File: config.mk
export PLATFORM = sky130hd
export DESIGN_NAME = cfg_spi_loader
export DESIGN_NICKNAME = d
export VERILOG_FILES = /design/src/rtl/cfg_spi_pkg.sv /design/src/rtl/cfg_spi_rst_sync.sv /design/src/rtl/cfg_spi_shifter.sv /design/src/rtl/cfg_spi_tally.sv /design/src/rtl/cfg_spi_loader.sv
export SDC_FILE = /design/constraint.sdc
export NUM_CORES = 1
export LEC_CHECK = 0
export ABC_AREA = 1
export BUFFER_PORTS_ARGS = -buffer_cell sky130_fd_sc_hd__buf_2
export CORE_UTILIZATION = 56
export CTS_BUF_LIST = sky130_fd_sc_hd__clkbuf_8 sky130_fd_sc_hd__clkbuf_16
export DETAILED_ROUTE_END_ITERATION = 10
export HOLD_SLACK_MARGIN = 0.05
export PLACE_DENSITY = 0.76
export RECOVER_POWER = 25
export SETUP_SLACK_MARGIN = 0.5
export SLEW_MARGIN = 25
export SYNTH_ARGS = -nofsm -noshare
export SYNTH_HDL_FRONTEND = slang
export SYNTH_SLANG_ARGS = --single-unit
File: constraint.sdc
create_clock -name clk -period 3.1 [get_ports clk]
set_input_delay 0.465 -clock clk [delete_from_list [all_inputs] [get_ports clk]]
set_output_delay 0.465 -clock clk [all_outputs]
set_load 0.02 [all_outputs]
File: src/rtl/cfg_spi_pkg.sv
package cfg_spi_pkg;

  typedef enum logic [1:0] {
    EC_EMPTY   = 2'd0,
    EC_BADID   = 2'd1,
    EC_TIMEOUT = 2'd2,
    EC_NODONE  = 2'd3
  } err_code_e;

  typedef enum logic [3:0] {
    SP_ID, SP_STAT, SP_REFRESH, SP_WREN, SP_CLEAR,
    SP_POLL, SP_STREAM, SP_WRDIS, SP_FINAL
  } step_e;

  typedef enum logic [2:0] {
    FS_IDLE, FS_PEEK, FS_GAP, FS_LOAD, FS_SHIFT, FS_EVAL, FS_WAIT, FS_END
  } fsm_e;

  localparam logic [31:0] DEV_ID_A     = 32'hC208_8080;
  localparam logic [31:0] DEV_ID_B     = 32'hC204_8080;
  localparam logic [31:0] STAT_CLEARED = 32'h0001_0000;
  localparam logic [31:0] STAT_DONE    = 32'h0000_4000;

  function automatic logic [7:0] step_opcode(step_e s);
    case (s)
      SP_ID:      return 8'h07;
      SP_REFRESH: return 8'h71;
      SP_WREN:    return 8'h4A;
      SP_CLEAR:   return 8'h70;
      SP_STREAM:  return 8'h41;
      SP_WRDIS:   return 8'h4F;
      default:    return 8'h09;
    endcase
  endfunction

  function automatic logic step_is_cmd(step_e s);
    return (s == SP_REFRESH) || (s == SP_WREN) || (s == SP_CLEAR) || (s == SP_WRDIS);
  endfunction

endpackage

File: src/rtl/cfg_spi_rst_sync.sv
module cfg_spi_rst_sync #(
  parameter int STAGES = 2
) (
  input  logic clk,
  input  logic rst_n,
  output logic rst_sync_n
);
  logic [STAGES-1:0] chain_q;

  always_ff @(posedge clk or negedge rst_n) begin
    if (!rst_n) chain_q <= '0;
    else        chain_q <= {chain_q[STAGES-2:0], 1'b1};
  end

  assign rst_sync_n = chain_q[STAGES-1];
endmodule

File: src/rtl/cfg_spi_shifter.sv
// One byte per call, mode 0: MISO is sampled on the rising SCLK edge,
// the next MOSI bit is presented on the falling edge.
module cfg_spi_shifter #(
  parameter int BW = 8
) (
  input  logic          clk,
  input  logic          rst_n,
  input  logic          go,
  input  logic [BW-1:0] tx,
  input  logic          miso,
  output logic          sclk,
  output logic          mosi,
  output logic [BW-1:0] rx,
  output logic          fin
);
  localparam int CW = $clog2(BW);

  logic [BW-1:0] sh_q, sh_d, rx_q, rx_d;
  logic [CW-1:0] cnt_q, cnt_d;
  logic          act_q, act_d, ph_q, ph_d, sclk_q, sclk_d, fin_q, fin_d;

  always_comb begin
    sh_d = sh_q; rx_d = rx_q; cnt_d = cnt_q;
    act_d = act_q; ph_d = ph_q; sclk_d = sclk_q; fin_d = 1'b0;
    if (go && !act_q) begin
      sh_d = tx; cnt_d = '0; act_d = 1'b1; ph_d = 1'b0; sclk_d = 1'b0;
    end else if (act_q) begin
      if (!ph_q) begin
        sclk_d = 1'b1;
        rx_d   = {rx_q[BW-2:0], miso};
        ph_d   = 1'b1;
      end else begin
        sclk_d = 1'b0;
        sh_d   = {sh_q[BW-2:0], 1'b0};
        ph_d   = 1'b0;
        cnt_d  = cnt_q + 1'b1;
        if (cnt_q == CW'(BW-1)) begin
          act_d = 1'b0;
          fin_d = 1'b1;
        end
      end
    end
  end

  always_ff @(posedge clk or negedge rst_n) begin
    if (!rst_n) begin
      sh_q <= '0; rx_q <= '0; cnt_q <= '0;
      act_q <= 1'b0; ph_q <= 1'b0; sclk_q <= 1'b0; fin_q <= 1'b0;
    end else begin
      sh_q <= sh_d; rx_q <= rx_d; cnt_q <= cnt_d;
      act_q <= act_d; ph_q <= ph_d; sclk_q <= sclk_d; fin_q <= fin_d;
    end
  end

  assign sclk = sclk_q;
  assign mosi = sh_q[BW-1];
  assign rx   = rx_q;
  assign fin  = fin_q;
endmodule

File: src/rtl/cfg_spi_tally.sv
// Poll spacing timer and poll budget.
module cfg_spi_tally #(
  parameter int unsigned WAIT_CYC = 2_000_000,
  parameter int unsigned LIMIT    = 500
) (
  input  logic clk,
  input  logic rst_n,
  input  logic clr,
  input  logic bump,
  input  logic wait_start,
  output logic wait_over,
  output logic last_poll
);
  localparam int TW = $clog2(WAIT_CYC + 1);
  localparam int PW = $clog2(LIMIT + 1);

  logic [TW-1:0] tmr_q, tmr_d;
  logic [PW-1:0] cnt_q, cnt_d;

  always_comb begin
    tmr_d = tmr_q;
    cnt_d = cnt_q;
    if (wait_start)         tmr_d = TW'(WAIT_CYC);
    else if (tmr_q != '0)   tmr_d = tmr_q - 1'b1;
    if (clr)                cnt_d = '0;
    else if (bump)          cnt_d = cnt_q + 1'b1;
  end

  always_ff @(posedge clk or negedge rst_n) begin
    if (!rst_n) begin
      tmr_q <= '0;
      cnt_q <= '0;
    end else begin
      tmr_q <= tmr_d;
      cnt_q <= cnt_d;
    end
  end

  assign wait_over = (tmr_q == '0);
  assign last_poll = (cnt_q == PW'(LIMIT - 1));
endmodule

File: src/rtl/cfg_spi_loader.sv
module cfg_spi_loader
  import cfg_spi_pkg::*;
#(
  parameter int unsigned POLL_WAIT_CYC = 2_000_000,
  parameter int unsigned POLL_LIMIT    = 500
) (
  input  logic       clk,
  input  logic       rst_n,
  input  logic       start,
  input  logic [7:0] bs_data,
  input  logic       bs_valid,
  input  logic       bs_last,
  input  logic       bs_nodata,
  output logic       bs_ready,
  output logic       spi_sclk,
  output logic       spi_mosi,
  input  logic       spi_miso,
  output logic       spi_cs_n,
  output logic       cfg_done,
  output logic       cfg_err,
  output logic [1:0] cfg_code
);
  logic rst_sync_n;
  fsm_e st_q, st_d;
  step_e step_q, step_d;
  logic [2:0]  idx_q, idx_d;
  logic [31:0] word_q, word_d;
  logic        strm_q, strm_d, tail_q, tail_d, gap_q, gap_d, cs_n_q, cs_n_d;
  logic        done_q, done_d, err_q, err_d;
  err_code_e   code_q, code_d;
  logic        go, fin, clr, bump, wstart, wait_over, last_poll, frame_end;
  logic [7:0]  tx, rx;

  cfg_spi_rst_sync #(.STAGES(2)) i_rst (.clk(clk), .rst_n(rst_n), .rst_sync_n(rst_sync_n));

  cfg_spi_shifter #(.BW(8)) i_shift (
    .clk(clk), .rst_n(rst_sync_n), .go(go), .tx(tx), .miso(spi_miso),
    .sclk(spi_sclk), .mosi(spi_mosi), .rx(rx), .fin(fin)
  );

  cfg_spi_tally #(.WAIT_CYC(POLL_WAIT_CYC), .LIMIT(POLL_LIMIT)) i_tally (
    .clk(clk), .rst_n(rst_sync_n), .clr(clr), .bump(bump), .wait_start(wstart),
    .wait_over(wait_over), .last_poll(last_poll)
  );

  always_comb begin
    if (idx_q == 3'd0)  tx = step_opcode(step_q);
    else if (!idx_q[2]) tx = (step_q == SP_STREAM) ? 8'hFF : 8'h00;
    else                tx = strm_q ? bs_data : 8'h00;
  end

  assign frame_end = step_is_cmd(step_q) ? (idx_q == 3'd3) : (!strm_q && idx_q == 3'd7);

  always_comb begin
    st_d = st_q; step_d = step_q; idx_d = idx_q; word_d = word_q;
    strm_d = strm_q; tail_d = tail_q; gap_d = gap_q; cs_n_d = cs_n_q;
    done_d = done_q; err_d = err_q; code_d = code_q;
    go = 1'b0; bs_ready = 1'b0; clr = 1'b0; bump = 1'b0; wstart = 1'b0;
    case (st_q)
      FS_IDLE, FS_END: if (start) begin
        st_d = FS_PEEK; done_d = 1'b0; err_d = 1'b0; clr = 1'b1;
      end
      FS_PEEK: if (bs_valid) begin
        if (bs_nodata) begin
          bs_ready = 1'b1; st_d = FS_END;
          done_d = 1'b1; err_d = 1'b1; code_d = EC_EMPTY;
        end else begin
          step_d = SP_ID; gap_d = 1'b0; st_d = FS_GAP;
        end
      end
      FS_GAP: if (gap_q) begin
        cs_n_d = 1'b0; idx_d = '0; strm_d = 1'b0; st_d = FS_LOAD;
      end else begin
        gap_d = 1'b1;
      end
      FS_LOAD: if (!strm_q || bs_valid) begin
        go = 1'b1; bs_ready = strm_q; tail_d = bs_last; st_d = FS_SHIFT;
      end
      FS_SHIFT: if (fin) begin
        if (idx_q[2]) word_d = {rx, word_q[31:8]};
        if (frame_end) begin
          cs_n_d = 1'b1; st_d = FS_EVAL;
        end else begin
          st_d = FS_LOAD;
          if (step_q == SP_STREAM && idx_q == 3'd3) begin
            strm_d = 1'b1; idx_d = idx_q + 1'b1;
          end else if (strm_q) begin
            strm_d = !tail_q;
          end else begin
            idx_d = idx_q + 1'b1;
          end
        end
      end
      FS_EVAL: begin
        gap_d = 1'b0; st_d = FS_GAP;
        case (step_q)
          SP_ID:
            if (word_q == DEV_ID_A || word_q == DEV_ID_B) step_d = SP_STAT;
            else begin st_d = FS_END; done_d = 1'b1; err_d = 1'b1; code_d = EC_BADID; end
          SP_STAT:    step_d = SP_REFRESH;
          SP_REFRESH: step_d = SP_WREN;
          SP_WREN:    step_d = SP_CLEAR;
          SP_CLEAR:   step_d = SP_POLL;
          SP_POLL:
            if (word_q == STAT_CLEARED) step_d = SP_STREAM;
            else if (last_poll) begin
              st_d = FS_END; done_d = 1'b1; err_d = 1'b1; code_d = EC_TIMEOUT;
            end else begin
              bump = 1'b1; wstart = 1'b1; st_d = FS_WAIT;
            end
          SP_STREAM:  step_d = SP_WRDIS;
          SP_WRDIS:   step_d = SP_FINAL;
          default: begin
            st_d = FS_END; done_d = 1'b1;
            err_d  = ((word_q & STAT_DONE) == 32'h0);
            code_d = ((word_q & STAT_DONE) == 32'h0) ? EC_NODONE : EC_EMPTY;
          end
        endcase
      end
      FS_WAIT: if (wait_over) begin
        gap_d = 1'b0; st_d = FS_GAP;
      end
      default: st_d = FS_IDLE;
    endcase
  end

  always_ff @(posedge clk or negedge rst_sync_n) begin
    if (!rst_sync_n) begin
      st_q <= FS_IDLE; step_q <= SP_ID; idx_q <= '0; word_q <= '0;
      strm_q <= 1'b0; tail_q <= 1'b0; gap_q <= 1'b0; cs_n_q <= 1'b1;
      done_q <= 1'b0; err_q <= 1'b0; code_q <= EC_EMPTY;
    end else begin
      st_q <= st_d; step_q <= step_d; idx_q <= idx_d; word_q <= word_d;
      strm_q <= strm_d; tail_q <= tail_d; gap_q <= gap_d; cs_n_q <= cs_n_d;
      done_q <= done_d; err_q <= err_d; code_q <= code_d;
    end
  end

  assign spi_cs_n = cs_n_q;
  assign cfg_done = done_q;
  assign cfg_err  = err_q;
  assign cfg_code = code_q;
endmodule

Word-level counts from Yosys, hierarchy flattened
Index checks and enable logic that the tools add are counted.
{"block": "word_totals", "register_bits": 104, "input_bits": 15, "out_inout_bits": 8, "elab_cells": 199}
{"block": "classes", "addsub": 4, "n_eq_ne": 39, "n_mux": 95, "bitwise": 2, "n_reduce_logical": 39}
{"cell": "== test 32 bit (second input constant)", "n": 2}
{"cell": "2-to-1 mux 8 bit", "n": 7}
{"cell": "2-to-1 mux 3 bit", "n": 18}
{"cell": "2-to-1 mux 21 bit", "n": 2}
{"cell": "case mux 7 bit (6 select lines)", "n": 1}
{"cell": "2-to-1 mux 1 bit", "n": 40}
{"cell": "== test 32 x 17 -> 1 bit (second input constant)", "n": 1}
{"cell": "zero test 32 bit", "n": 1}
{"cell": "case mux 4 bit (8 select lines)", "n": 1}
{"cell": "zero test 21 bit", "n": 1}
{"cell": "case mux 3 bit (7 select lines)", "n": 1}
{"cell": "nonzero test 21 bit", "n": 1}
{"cell": "subtractor 21 x 1 -> 21 bit (second input constant)", "n": 1}
{"cell": "== test 3 bit (second input constant)", "n": 6}
{"cell": "2-to-1 mux 9 bit", "n": 2}
{"cell": "inequality test 2 bit (second input constant)", "n": 9}
{"cell": "== test 4 x 3 -> 1 bit (second input constant)", "n": 4}
{"cell": "2-to-1 mux 4 bit", "n": 4}
{"cell": "inequality test 3 bit (second input constant)", "n": 5}
{"cell": "2-to-1 mux 2 bit", "n": 6}
{"cell": "case mux 1 bit (3 select lines)", "n": 4}
{"cell": "AND reduction 4 bit", "n": 3}
{"cell": "AND reduction 6 bit", "n": 2}
{"cell": "nonzero test 2 bit", "n": 6}
{"cell": "32 further kinds", "n": 51}

Depth between registers and ports, before layout
{"block": "logic_depth", "depth_word": 8, "ltp_mapped": 12, "ltp_nobuf": 11}

By module
From an unflattened synthesis, not the netlist that was laid out.
{"block": "unflattened", "hier_cells": 832, "area_unflattened_um2": 5935.7}
{"module": "cfg_spi_loader", "instances": 1, "cells_each": 431, "area_each_um2": 2929.1, "seq_area_each_um2": 1252.5}
{"module": "cfg_spi_tally", "instances": 1, "cells_each": 278, "area_each_um2": 1926.8, "seq_area_each_um2": 750.7}
{"module": "cfg_spi_shifter", "instances": 1, "cells_each": 120, "area_each_um2": 1026.0, "seq_area_each_um2": 550.5}
{"module": "cfg_spi_rst_sync", "instances": 1, "cells_each": 3, "area_each_um2": 53.8, "seq_area_each_um2": 50.0}

Worst setup path after synthesis
No wires, ideal clock.
{"block": "synth_path", "path_kind": "flip-flop to output port", "start": "reg st_q[2]", "end": "out bs_ready", "arrival_ns": 1.298, "required_time_ns": 2.635, "slack_ns": 1.337, "stages_incl_launch_ff": 5, "path_buffers": 1, "path_cell_list": "dfrtp_1 > buf_6 > inv_1 > nand3_1 > o31ai_1"}
{"block": "synth_via", "elab_chain_len": 2, "word_cells_on_any_way": 3, "cone_classes": "2 x eq/ne; 1 x mux"}
{"element": "from (decl)", "line_no": "cfg_spi_loader.sv:24", "source": "fsm_e st_q, st_d;"}
{"element": "from (signal assigned)", "line_no": "cfg_spi_loader.sv:133", "source": "st_q <= st_d; step_q <= step_d; idx_q <= idx_d; word_q <= word_d;"}
{"element": "== test 3 x 2 -> 1 bit / == test 3 x 1 -> 1 bit (equally long branches)", "line_no": "cfg_spi_loader.sv:59", "source": "case (st_q)"}
{"element": "case mux 1 bit (2 select lines) *", "line_no": "cfg_spi_loader.sv:59"}
{"element": "to (decl)", "line_no": "cfg_spi_loader.sv:14", "source": "output logic bs_ready,"}
Mark *: on every way between the ends. The rest lies on a longest branch, timed or not.

Worst setup path in the final report
Same ends and word-level chain as after synthesis.

==> flow_summary.json <==
{
  "htree_levels": 3,
  "drt-total-wl_um": 11300,
  "die_w_um": 103,
  "firstDrtPassIters": 5,
  "synthArstFlopShare_pct": 100,
  "die_y_um": 103,
  "ant_nets": 0,
  "setup_ws_ps": 937,
  "ys_types": 50,
  "syn-num-nets": 758,
  "cts_made_buffers": 9,
  "synth_xor_area_share_pct": 2.01,
  "avgSynthCellArea_um2": 7.73,
  "start_kind": "register",
  "gr-total-overflow": 0,
  "synthToLayoutAreaGrowth_pct": 7.45,
  "cts_tree": "built",
  "fin_skew_ps": 10.1,
  "drt-wirelength-per-cell_um": 12.7,
  "use_met3_pct": 7.05,
  "grt_use_total_pct": 23.9,
  "p_leak_nw": 2.93,
  "critical_path_class": "register to primary output",
  "initial_utilization_pct": 58.0,
  "synth_edf_count": 0,
  "ir_drop_uv": 453,
  "clock_latency_ps": 390,
  "endpoint_kind": "primary output",
  "hp-class": "input port to register",
  "fin_crit_sh_pct": 69.8,
  "drv_slew": 70,
  "synth_top_area_cell": "dfrtp_1",
  "slew_headroom_pct": -0.789,
  "num_io_pins": 23,
  "worstPathArrival_ps": 1700,
  "synth_commonest_cells": "nand2_1 (187), dfrtp_1 (103), inv_1 (100)",
  "clock-sinks": 104,
  "yosys.area_share.simple_pct": 28.8,
  "cts_buffer_depth": 2,
  "drive_above_1_share_pct": 9.75,
  "finalHoldViolCount": 0,
  "fin_nets": 778,
  "synth_warnings": 0,
  "post_cts_resize_count": 0,
  "num_vias": 4689,
  "period_needed_ps": 2160,
  "post-route-drc-count": 0,
  "grt_max_degree": 71,
  "cts_setup_buffers": 0,
  "port_buffers": 22,
  "std_cell_rows": 36,
  "drtIter0Drc": 213,
  "hpwl_um": 8400,
  "synthMuxAreaShare_pct": 0.397,
  "yosysMostFrequentCell": "nand2_1",
  "vias_per_cell": 5.26,
  "rsz0062_at_grt": "false",
  "core-area_mm2": 0.00977,
  "grt_pass1_wl_um": 19500,
  "ys_seq_area_share_pct": 45.9,
  "cp_max_fo": 9,
  "p_per_area_mw_per_mm2": 630,
  "ys_seq_elements": 104,
  "maxCapViolCount": 1,
  "grt_busiest_layer": "met2",
  "setup_tns_ps": 0,
  "antenna_cells": 0,
  "gr-usage-met1_pct": 29.9,
  "syn_inst": 734,
  "root_buffer": "clkbuf_8",
  "critPathRequiredTime_ps": 2630,
  "antenna_found_initial": 0,
  "grt_pass1_vias": 4391,
  "setup_viol": 0,
  "routabilityCongestion": 0.909,
  "status": "finished, violations left",
  "dieArea_mm2": 0.0105,
  "met2_usage_pct": 39.6,
  "clk_pin_slew_worst_paths_ps": 100,
  "syn-cell-area_mm2": 0.00567,
  "post-place-ws_ps": 1060,
  "synth_top_family_by_area": "simple AND/OR/NAND/NOR gates",
  "max_freq_mhz": 462,
  "synth_flop_cell": "dfrtp_1",
  "postCtsHoldBufs": 1,
  "synth.area.top_cells": "dfrtp_1 (45%), nand2_1 (12%), inv_1 (6.6%)",
  "worstMarginPinSlew_ps": 1510,
  "yosys.area_share.adder_pct": 1.99,
  "netlist.area_leader.share_pct": 45.4,
  "synth_compound_area_share_pct": 11.5,
  "violations": "capacitance limit, slew limit"
}
-- cells by family after synthesis --
| group | count (synthesis) |
|---|---|
| flops | 104 |
| xor+xnor | 13 |
| simple gates | 363 |
| buf+inv | 122 |
| fa+ha+maj | 9 |
| other cells | 1 |
| compound gates | 120 |
| mux | 2 |
-- final cells by class --
class / instances / area, µm²
clock buffer: 9 / 124
fill: 859 / 3680
timing repair buffer: 25 / 146
clock inverter: 7 / 103
tap: 133 / 166
sequential: 104 / 2610
multi-input combinational: 508 / 2540
inverter: 106 / 410
-- layer usage --
| layer | share of wire (%) | up-vias |
|---|---|---|
| met2 | 49 | 97 |
| met4 | 2.1 | 0 |
| met3 | 4.4 | 20 |
| met1 | 45 | 2176 |
| met5 | 0 | - |
| li1 | - | 2396 |
-- per-stage QoR --
step / area (µm²) / cells / hold slack [ps] / power (mW) / utilization [%]
final: 6100 / 892 / 309 / 3.84 / 62.4
after global routing: 6100 / 892 / 291 / 4.13 / 62.4
after CTS: 6100 / 892 / 285 / 3.87 / 62.4
after detailed placement: 5860 / 875 / 253 / 2.91 / 60.0
after global placement: 5860 / 875 / 250 / 2.86 / 60.0
after floorplan: 5670 / 734 / 169 / 2.66 / -
-- state kept, by name, indices dropped and copies added, names as in the netlist, 3 cells and up --
register and cells:
i_shift.rx 8, idx_q 3, word_q 32, st_q 3, i_shift.cnt_q 3, i_tally.tmr_q 21
i_shift.sh_q 8, step_q 4, i_tally.cnt_q 9
-- worst max-delay path: stages, from the launching register on --
cell and delay, ps:
dfrtp_1 500, inv_1 180, nand3_1 170, o31ai_1 250, buf_2 210
-- final timing paths --
path,from,to,slack (ps),depth (start not counted)
worst max-delay path,st_q[2],bs_ready,940,4
worst min-delay path,bs_last,tail_q,310,3
worst max register to register,st_q[1],word_q[6],1010,7
worst min register to register,i_rst.chain_q[0],i_rst.chain_q[1],380,0
max in group asynchronous,i_rst.chain_q[1],word_q[19],1530,0
min in group asynchronous,rst_n,i_rst.chain_q[0],380,2
-- placed cells by master (no fill, tap or decap), types with 5 or more instances in the layout --
| cell | count |
|---|---|
| nor3_1 | 15 |
| o21ai_1 | 8 |
| nand2_1 | 187 |
| dfrtp_1 | 102 |
| nor2_1 | 80 |
| nand4_1 | 13 |
| nand3_1 | 40 |
| xor2_1 | 8 |
| nand3_2 | 7 |
| ha_1 | 9 |
| o21ai_0 | 68 |
| xnor2_1 | 5 |
| inv_1 | 101 |
| a21oi_1 | 26 |
| buf_2 | 21 |
| clkbuf_8 | 9 |
-- where the power goes --
part           internal [mW]  switching [mW]  total (mW)
Clock                  0.466           0.487       0.953
Sequential              1.56           0.172        1.73
Combinational          0.372           0.782        1.15
Total                   2.40            1.44        3.84
No activity file was read; power rests on OpenSTA's default activity.
